<file path="src/rtl/arb_pkg.sv">
package arb_pkg;

  // per-queue trigger source encoding (one trig_sel bit per queue)
  typedef enum logic {
    SRC_SW = 1'b0,
    SRC_HW = 1'b1
  } trig_src_e;

endpackage

</file>
<file path="src/rtl/trig_detect.sv">
module trig_detect
  import arb_pkg::*;
#(
  parameter int unsigned NUM_Q = 6
) (
  input  logic             clk,
  input  logic             rst_n,
  input  logic [NUM_Q-1:0] sel,
  input  logic [NUM_Q-1:0] sw,
  input  logic [NUM_Q-1:0] hw,
  output logic [NUM_Q-1:0] evt
);

  logic [NUM_Q-1:0] hw_prev_q;

  always_comb begin
    for (int i = 0; i < NUM_Q; i++) begin
      if (trig_src_e'(sel[i]) == SRC_HW) evt[i] = hw[i] & ~hw_prev_q[i];
      else                                evt[i] = sw[i];
    end
  end

  always_ff @(posedge clk or negedge rst_n) begin
    if (!rst_n) hw_prev_q <= '0;
    else        hw_prev_q <= hw;
  end

endmodule

</file>
<file path="src/rtl/cmdq_fifo.sv">
module cmdq_fifo #(
  parameter int unsigned W     = 16,
  parameter int unsigned DEPTH = 4
) (
  input  logic         clk,
  input  logic         rst_n,
  input  logic         push,
  input  logic         pop,
  input  logic [W-1:0] wdata,
  output logic [W-1:0] rdata,
  output logic         empty,
  output logic         full
);

  localparam int unsigned PW = (DEPTH > 1) ? $clog2(DEPTH) : 1;
  localparam int unsigned CW = $clog2(DEPTH + 1);

  logic [W-1:0]  mem [DEPTH];
  logic [PW-1:0] wr_q, rd_q, wr_n, rd_n;
  logic [CW-1:0] cnt_q, cnt_n;

  assign empty = (cnt_q == '0);
  assign full  = (cnt_q == CW'(DEPTH));
  assign rdata = mem[rd_q];

  always_comb begin
    wr_n  = wr_q;
    rd_n  = rd_q;
    cnt_n = cnt_q;
    if (push) wr_n = (wr_q == PW'(DEPTH - 1)) ? '0 : wr_q + PW'(1);
    if (pop)  rd_n = (rd_q == PW'(DEPTH - 1)) ? '0 : rd_q + PW'(1);
    unique case ({push, pop})
      2'b10:   cnt_n = cnt_q + CW'(1);
      2'b01:   cnt_n = cnt_q - CW'(1);
      default: cnt_n = cnt_q;
    endcase
  end

  always_ff @(posedge clk or negedge rst_n) begin
    if (!rst_n) begin
      wr_q  <= '0;
      rd_q  <= '0;
      cnt_q <= '0;
    end else begin
      wr_q  <= wr_n;
      rd_q  <= rd_n;
      cnt_q <= cnt_n;
    end
  end

  always_ff @(posedge clk) begin
    if (push) mem[wr_q] <= wdata;
  end

  // the parent must never push into a full buffer (drops are handled above)
  assert_no_overflow_R3: assert property (@(posedge clk) disable iff (!rst_n)
    push |-> !full);

  // a grant may only pop a buffer that holds a command
  assert_no_underflow_R2: assert property (@(posedge clk) disable iff (!rst_n)
    pop |-> !empty);

endmodule

</file>
<file path="src/rtl/prio_pick.sv">
module prio_pick #(
  parameter int unsigned N = 6
) (
  input  logic [N-1:0] req,
  output logic [N-1:0] gnt,
  output logic         any
);

  // scan from the lowest-priority end so the lowest index overrides
  always_comb begin
    gnt = '0;
    any = 1'b0;
    for (int i = N - 1; i >= 0; i--) begin
      if (req[i]) begin
        gnt    = '0;
        gnt[i] = 1'b1;
        any    = 1'b1;
      end
    end
  end

endmodule

</file>
<file path="src/rtl/cmd_queue_arbiter.sv">
module cmd_queue_arbiter
  import arb_pkg::*;
#(
  parameter int unsigned NUM_Q = 6,
  parameter int unsigned DEPTH = 4,
  parameter int unsigned CMD_W = 16,
  parameter int unsigned QID_W = $clog2(NUM_Q)
) (
  input  logic             clk,
  input  logic             rst_n,
  input  logic             push_en,
  input  logic [QID_W-1:0] push_qid,
  input  logic [CMD_W-1:0] push_cmd,
  input  logic [NUM_Q-1:0] trig_sel,
  input  logic [NUM_Q-1:0] sw_trig,
  input  logic [NUM_Q-1:0] hw_trig,
  input  logic             conv_ready,
  input  logic [NUM_Q-1:0] flag_clr,
  output logic             start_o,
  output logic             abort_o,
  output logic [CMD_W-1:0] cmd_o,
  output logic [QID_W-1:0] qid_o,
  output logic [NUM_Q-1:0] coh_flags,
  output logic [NUM_Q-1:0] ovf_flags,
  output logic             coh_irq
);

  logic [NUM_Q-1:0] evt, push_hit, q_empty, q_full, elig, gnt;
  logic [CMD_W-1:0] q_head [NUM_Q];
  logic             any_req, blocked, grant_ok;
  logic [CMD_W-1:0] head_sel;
  logic [QID_W-1:0] head_id;

  logic [NUM_Q-1:0] armed_q, armed_n, sent_q, sent_n;
  logic [NUM_Q-1:0] coh_q, coh_n, ovf_q, ovf_n, coh_set, ovf_set;
  logic [CMD_W-1:0] q0_cmd_q, q0_cmd_n, cmd_q, cmd_n;
  logic [QID_W-1:0] qid_q, qid_n;
  logic             q0_pend_q, q0_pend_n, start_q, start_n, abort_q, abort_n;

  trig_detect #(.NUM_Q(NUM_Q)) u_trig (
    .clk(clk), .rst_n(rst_n), .sel(trig_sel), .sw(sw_trig), .hw(hw_trig), .evt(evt)
  );

  always_comb begin
    for (int i = 0; i < NUM_Q; i++) push_hit[i] = push_en && (push_qid == QID_W'(i));
  end

  for (genvar g = 0; g < NUM_Q; g++) begin : g_q
    if (g == 0) begin : g_express
      assign q_empty[g] = 1'b1;
      assign q_full[g]  = 1'b0;
      assign q_head[g]  = '0;
    end else begin : g_fifo
      logic push_g, pop_g;
      assign push_g = push_hit[g] & ~q_full[g];
      assign pop_g  = grant_ok & gnt[g];
      cmdq_fifo #(.W(CMD_W), .DEPTH(DEPTH)) u_fifo (
        .clk(clk), .rst_n(rst_n), .push(push_g), .pop(pop_g), .wdata(push_cmd),
        .rdata(q_head[g]), .empty(q_empty[g]), .full(q_full[g])
      );
    end
  end

  // arbitration among buffered queues; held off around an express start
  assign elig     = armed_q & ~q_empty;
  assign blocked  = evt[0] | q0_pend_q;
  assign grant_ok = conv_ready & ~blocked;

  prio_pick #(.N(NUM_Q)) u_pick (.req(elig), .gnt(gnt), .any(any_req));

  always_comb begin
    head_sel = '0;
    head_id  = '0;
    for (int i = 0; i < NUM_Q; i++) begin
      if (gnt[i]) begin
        head_sel = head_sel | q_head[i];
        head_id  = QID_W'(i);
      end
    end
  end

  // next state: arming, batch progress, flags, express pipeline, outputs
  always_comb begin
    armed_n = armed_q;
    sent_n  = sent_q;
    for (int i = 1; i < NUM_Q; i++) begin
      if (grant_ok && gnt[i]) sent_n[i] = 1'b1;
      if (armed_q[i] && q_empty[i]) begin
        armed_n[i] = 1'b0;
        sent_n[i]  = 1'b0;
      end
      if (evt[i] && !(armed_q[i] && !q_empty[i])) begin
        armed_n[i] = 1'b1;
        sent_n[i]  = 1'b0;
      end
    end
    armed_n[0] = 1'b0;
    sent_n[0]  = 1'b0;

    coh_set = evt & armed_q & sent_q & ~q_empty;
    ovf_set = push_hit & q_full;
    coh_n   = (coh_q & ~flag_clr) | coh_set;
    ovf_n   = (ovf_q & ~flag_clr) | ovf_set;

    q0_cmd_n  = push_hit[0] ? push_cmd : q0_cmd_q;
    q0_pend_n = evt[0];

    start_n = q0_pend_q | (grant_ok & any_req);
    abort_n = evt[0] & ~conv_ready;
    cmd_n   = q0_pend_q ? q0_cmd_q : head_sel;
    qid_n   = q0_pend_q ? '0 : head_id;
  end

  always_ff @(posedge clk or negedge rst_n) begin
    if (!rst_n) begin
      armed_q   <= '0;
      sent_q    <= '0;
      coh_q     <= '0;
      ovf_q     <= '0;
      q0_cmd_q  <= '0;
      q0_pend_q <= 1'b0;
      start_q   <= 1'b0;
      abort_q   <= 1'b0;
      cmd_q     <= '0;
      qid_q     <= '0;
    end else begin
      armed_q   <= armed_n;
      sent_q    <= sent_n;
      coh_q     <= coh_n;
      ovf_q     <= ovf_n;
      q0_cmd_q  <= q0_cmd_n;
      q0_pend_q <= q0_pend_n;
      start_q   <= start_n;
      abort_q   <= abort_n;
      if (start_n) begin
        cmd_q <= cmd_n;
        qid_q <= qid_n;
      end
    end
  end

  assign start_o   = start_q;
  assign abort_o   = abort_q;
  assign cmd_o     = cmd_q;
  assign qid_o     = qid_q;
  assign coh_flags = coh_q;
  assign ovf_flags = ovf_q;
  assign coh_irq   = |coh_q;

  // a start from a buffered queue implies the converter was ready
  assert_ready_gate_R5: assert property (@(posedge clk) disable iff (!rst_n)
    (start_o && qid_o != '0) |-> $past(conv_ready));

  // an abort is always followed by the express start one cycle later
  assert_abort_then_start_R6: assert property (@(posedge clk) disable iff (!rst_n)
    abort_o |=> (start_o && qid_o == '0));

  // an express trigger leads to the queue-0 start after the next edge
  assert_express_latency_R6: assert property (@(posedge clk) disable iff (!rst_n)
    evt[0] |=> ##1 (start_o && qid_o == '0));

  // the interrupt only drops after a clear request
  assert_irq_clear_R9: assert property (@(posedge clk) disable iff (!rst_n)
    $fell(coh_irq) |-> $past(|flag_clr));

  // a queue's coherency flag only rises on a trigger to that queue
  assert_coh_cause_R8: assert property (@(posedge clk) disable iff (!rst_n)
    $rose(coh_irq) |-> $past(|(evt & armed_q)));

endmodule

</file>
<file path="config.mk">
export PLATFORM = sky130hd
export DESIGN_NAME = cmd_queue_arbiter
export DESIGN_NICKNAME = d
export VERILOG_FILES = /design/src/rtl/arb_pkg.sv /design/src/rtl/trig_detect.sv /design/src/rtl/cmdq_fifo.sv /design/src/rtl/prio_pick.sv /design/src/rtl/cmd_queue_arbiter.sv
export SDC_FILE = /design/constraint.sdc
export NUM_CORES = 1
export LEC_CHECK = 0
export CORE_MARGIN = 2
export CORE_UTILIZATION = 54
export DETAILED_ROUTE_END_ITERATION = 12
export PLACE_DENSITY = 0.78
export SLEW_MARGIN = 25
export SYNTH_ARGS = -nofsm -noshare
export SYNTH_HDL_FRONTEND = slang
export SYNTH_SLANG_ARGS = --single-unit
</file>
<file path="constraint.sdc">
create_clock -name clk -period 2.6 [get_ports clk]
set_clock_uncertainty 0.2 [all_clocks]
set_input_delay 0.52 -clock clk [delete_from_list [all_inputs] [get_ports clk]]
set_output_delay 0.52 -clock clk [all_outputs]
set_load 0.005 [all_outputs]
</file>
==> impl_metrics.yaml <==
outcome:
  status: "finished clean"
synthesis:
  synthTopCellsByArea: "edfxtp_1 (56%), dfrtp_1 (15%), mux4_2 (11%)"
  synth_top_family_by_area: "multiplexers"
  yosys.area_share.simple_pct: 4.917
  synthArstFlopShare_pct: 23.99
  synth_edf_count: 320
  synth_area_um2: 17020
  synthDistinctLibCells: 55
  yosys-top-cells-count: "edfxtp_1 (320), dfrtp_1 (101), mux4_2 (80)"
  synth_top_area_share_pct: 56.45
  synth_top_area_cell: "edfxtp_1"
  syn_inst: 939
  ys_seq_area_share_pct: 71.30
  synth_compound_area_share_pct: 5.616
  muxShareOfSynthArea_pct: 12.48
  yosys_warnings: 0
  synth_fa_ha_area_share_pct: 2.793
  synth_ff_type: "edfxtp_1"
  synth-seq-cells: 421
  syn-num-nets: 1021
  synth_most_common_cell: "edfxtp_1"
  avgSynthCellArea_um2: 18.13
  synth_xor_area_share_pct: 0.7718
finish:
  area_growth_pct: 22.44
  final_util_pct: 66.57
  n_antenna_cell: 0
  drive_gt1_share_pct: 26.85
  postLayoutCellArea_um2: 20840
  nets: 1211
pwr:
  p_per_area_nw_per_um2: 991.5
  p_leak_uw: 0.007415
  max-vdd-ir-drop_uv: 648.4
floorplanning:
  io_pins: 81
  floorplan.initialDensity_pct: 54.37
  die_h_um: 181.5
  die_area_um2: 32960
  core_area_um2: 31310
  die-width_um: 181.5
  rows: 65
detailed_routing:
  drt_iter0_drc: 795
  viasPerCell: 5.905
  drtAntennaViolNets: 0
  vias: 9236
  wl_per_cell_um: 23.72
  drc_errors: 0
  drt-total-wl_um: 37090
  drtPass1Iterations: 5
clock_tree:
  cts_tree: "done"
  clk_latency_ps: 560
  cts-root-buf: "clkbuf_16"
  cts_buffers: 42
  clock_path_buffers: 3
  cts.sinks: 421
  htreeDepth: 2
  path_clk_slew_ps: 60
worst_setup_path:
  crit_type: "flip-flop to flip-flop"
  r2r-end: "g_q[3].g_fifo.u_fifo.cnt_q[2]"
  r2r-start: "u_trig.hw_prev_q[0]"
  rr_worst_depth: 10
  crit_fanout: 4
  worst-r2r-setup-slack_ps: 50
  start_kind: "flip-flop"
  critPathRequiredTime_ps: 2860
  arrival_ps: 2810
  endpoint_kind: "flip-flop"
sta:
  final.setup.worst_slack_ps: 46.97
  hold_violations: 0
  fmax_mhz: 391.7
  setup_viol: 0
  relSlewSlack_pct: 49.43
  period_share_pct: 98.19
  rsz0062_at_grt: "yes"
  fin_crit_ps: 2553
  tightestPinTransition_ps: 756.1
  drv_slew: 0
grt:
  track_usage_pct: 23.23
  grt_max_degree: 58
  grt_pass1_vias: 9781
  grt_pass1_wl_um: 57350
  antenna_found_initial: 0
  grt-ovfl-total: 0
placed_design:
  dpl_cell_area_um2: 19260
  gp_congestion: 0.7691
  port_buffers: 80
  post-place-ws_ps: -497.5
  dpl.hpwl_um: 23060
run:
  drv_cap: 0
hold_path:
  hold_class: "input port to async pin"
## what timing repair did
item                                   CTS  global route
hold buffers                             1             1
setup endpoints to repair                1             5
pin swaps                                6            17
endpoints found under the hold margin   22             1
buffers inserted                         1             7
resized for setup                        0             9
## registers in the layout (all words and copies together), names as in the netlist, 3 cells and up
| register | flops |
|---|---|
| g_q.g_fifo.u_fifo.wr_q | 10 |
| g_q.g_fifo.u_fifo.rd_q | 10 |
| ovf_flags | 6 |
| qid_o | 3 |
| g_q.g_fifo.u_fifo.cnt_q | 15 |
| coh_flags | 6 |
| cmd_o | 16 |
| u_trig.hw_prev_q | 6 |
| sent_q | 5 |
| g_q.g_fifo.u_fifo.mem | 320 |
| q0_cmd_q | 16 |
| armed_q | 5 |
## placed cells by master (no fill, tap or decap), types with 18 or more instances in the layout
| master | instances |
|---|---|
| buf_4 | 75 |
| o21ai_0 | 26 |
| nand2_1 | 49 |
| o21a_1 | 18 |
| and2_1 | 20 |
| nor2_1 | 37 |
| ha_1 | 27 |
| edfxtp_1 | 320 |
| mux2_2 | 26 |
| clkbuf_16 | 42 |
| dfrtp_1 | 101 |
| buf_12 | 29 |
| clkdlybuf4s50_1 | 77 |
| mux4_2 | 80 |
| inv_1 | 42 |
## where the power goes
part	internal (uW)	switching [uW]	total, uW
Combinational	2830	3030	5860
Sequential	7920	425	8350
Clock	3920	2540	6460
Total	14700	6000	20700
## worst max-delay path: stages, from the launching register on
cell,delay (ps)
dfrtp_1,320
and3b_2,230
nor3b_4,270
nand2b_4,140
nor4_4,310
ha_2,240
inv_2,40
fa_2,320
xor2_1,140
nor2_1,130
xor2_1,150
## logic make-up (layout without fill, tap and decap cells)
logic type,after synthesis,count (layout)
compound gates,118,118
xor+xnor,15,15
fa+ha+maj,35,35
buf+inv,85,308
flops,421,421
mux,109,109
simple gates,156,156
## cell type report
| cell class | count | area (um2) |
|---|---|---|
| Sequential cell | 421 | 12140 |
| Fill cell | 1986 | 10470 |
| Multi-Input combinational cell | 433 | 4592 |
| Timing Repair Buffer | 186 | 1971 |
| Clock buffer | 51 | 1095 |
| Tap cell | 402 | 503.0 |
| Clock inverter | 26 | 376.6 |
| Inverter | 45 | 168.9 |
## through the flow
stage                     hold WS, ps  total power, uW  std cells  TNS (ps)
after floorplan                 24.41            12010        939    -286.4
after global placement          260.6            14020       1477    -21290
after detailed placement        265.7            14190       1477    -39240
after CTS                       222.3            20750       1556         0
after global routing            243.0            21540       1564    -158.9
final                           224.4            20670       1564         0
## metal layers
layer | part of all wire [%] | wire length [um] | GRT usage (%)
met1 | 39 | 14610 | 30.39
met2 | 51 | 18790 | 39.75
met3 | 7.0 | 2610 | 3.831
met4 | 2.9 | 1074 | 8.423
met5 | 0 | 0 | 0
## worst max-delay path by stage
stage	from	end	cells after the start
2_1_floorplan	g_q[3].g_fifo.u_fifo.cnt_q[2]	g_q[5].g_fifo.u_fifo.cnt_q[2]	10
3_3_place_gp	trig_sel[0]	g_q[1].g_fifo.u_fifo.cnt_q[2]	11
3_5_place_dp	trig_sel[0]	g_q[3].g_fifo.u_fifo.cnt_q[2]	11
4_1_cts	g_q[1].g_fifo.u_fifo.cnt_q[2]	g_q[5].g_fifo.u_fifo.cnt_q[2]	10
5_1_grt	u_trig.hw_prev_q[0]	g_q[3].g_fifo.u_fifo.cnt_q[2]	10
6_report	u_trig.hw_prev_q[0]	g_q[3].g_fifo.u_fifo.cnt_q[2]	10
(Power assumes the default switching activity.)
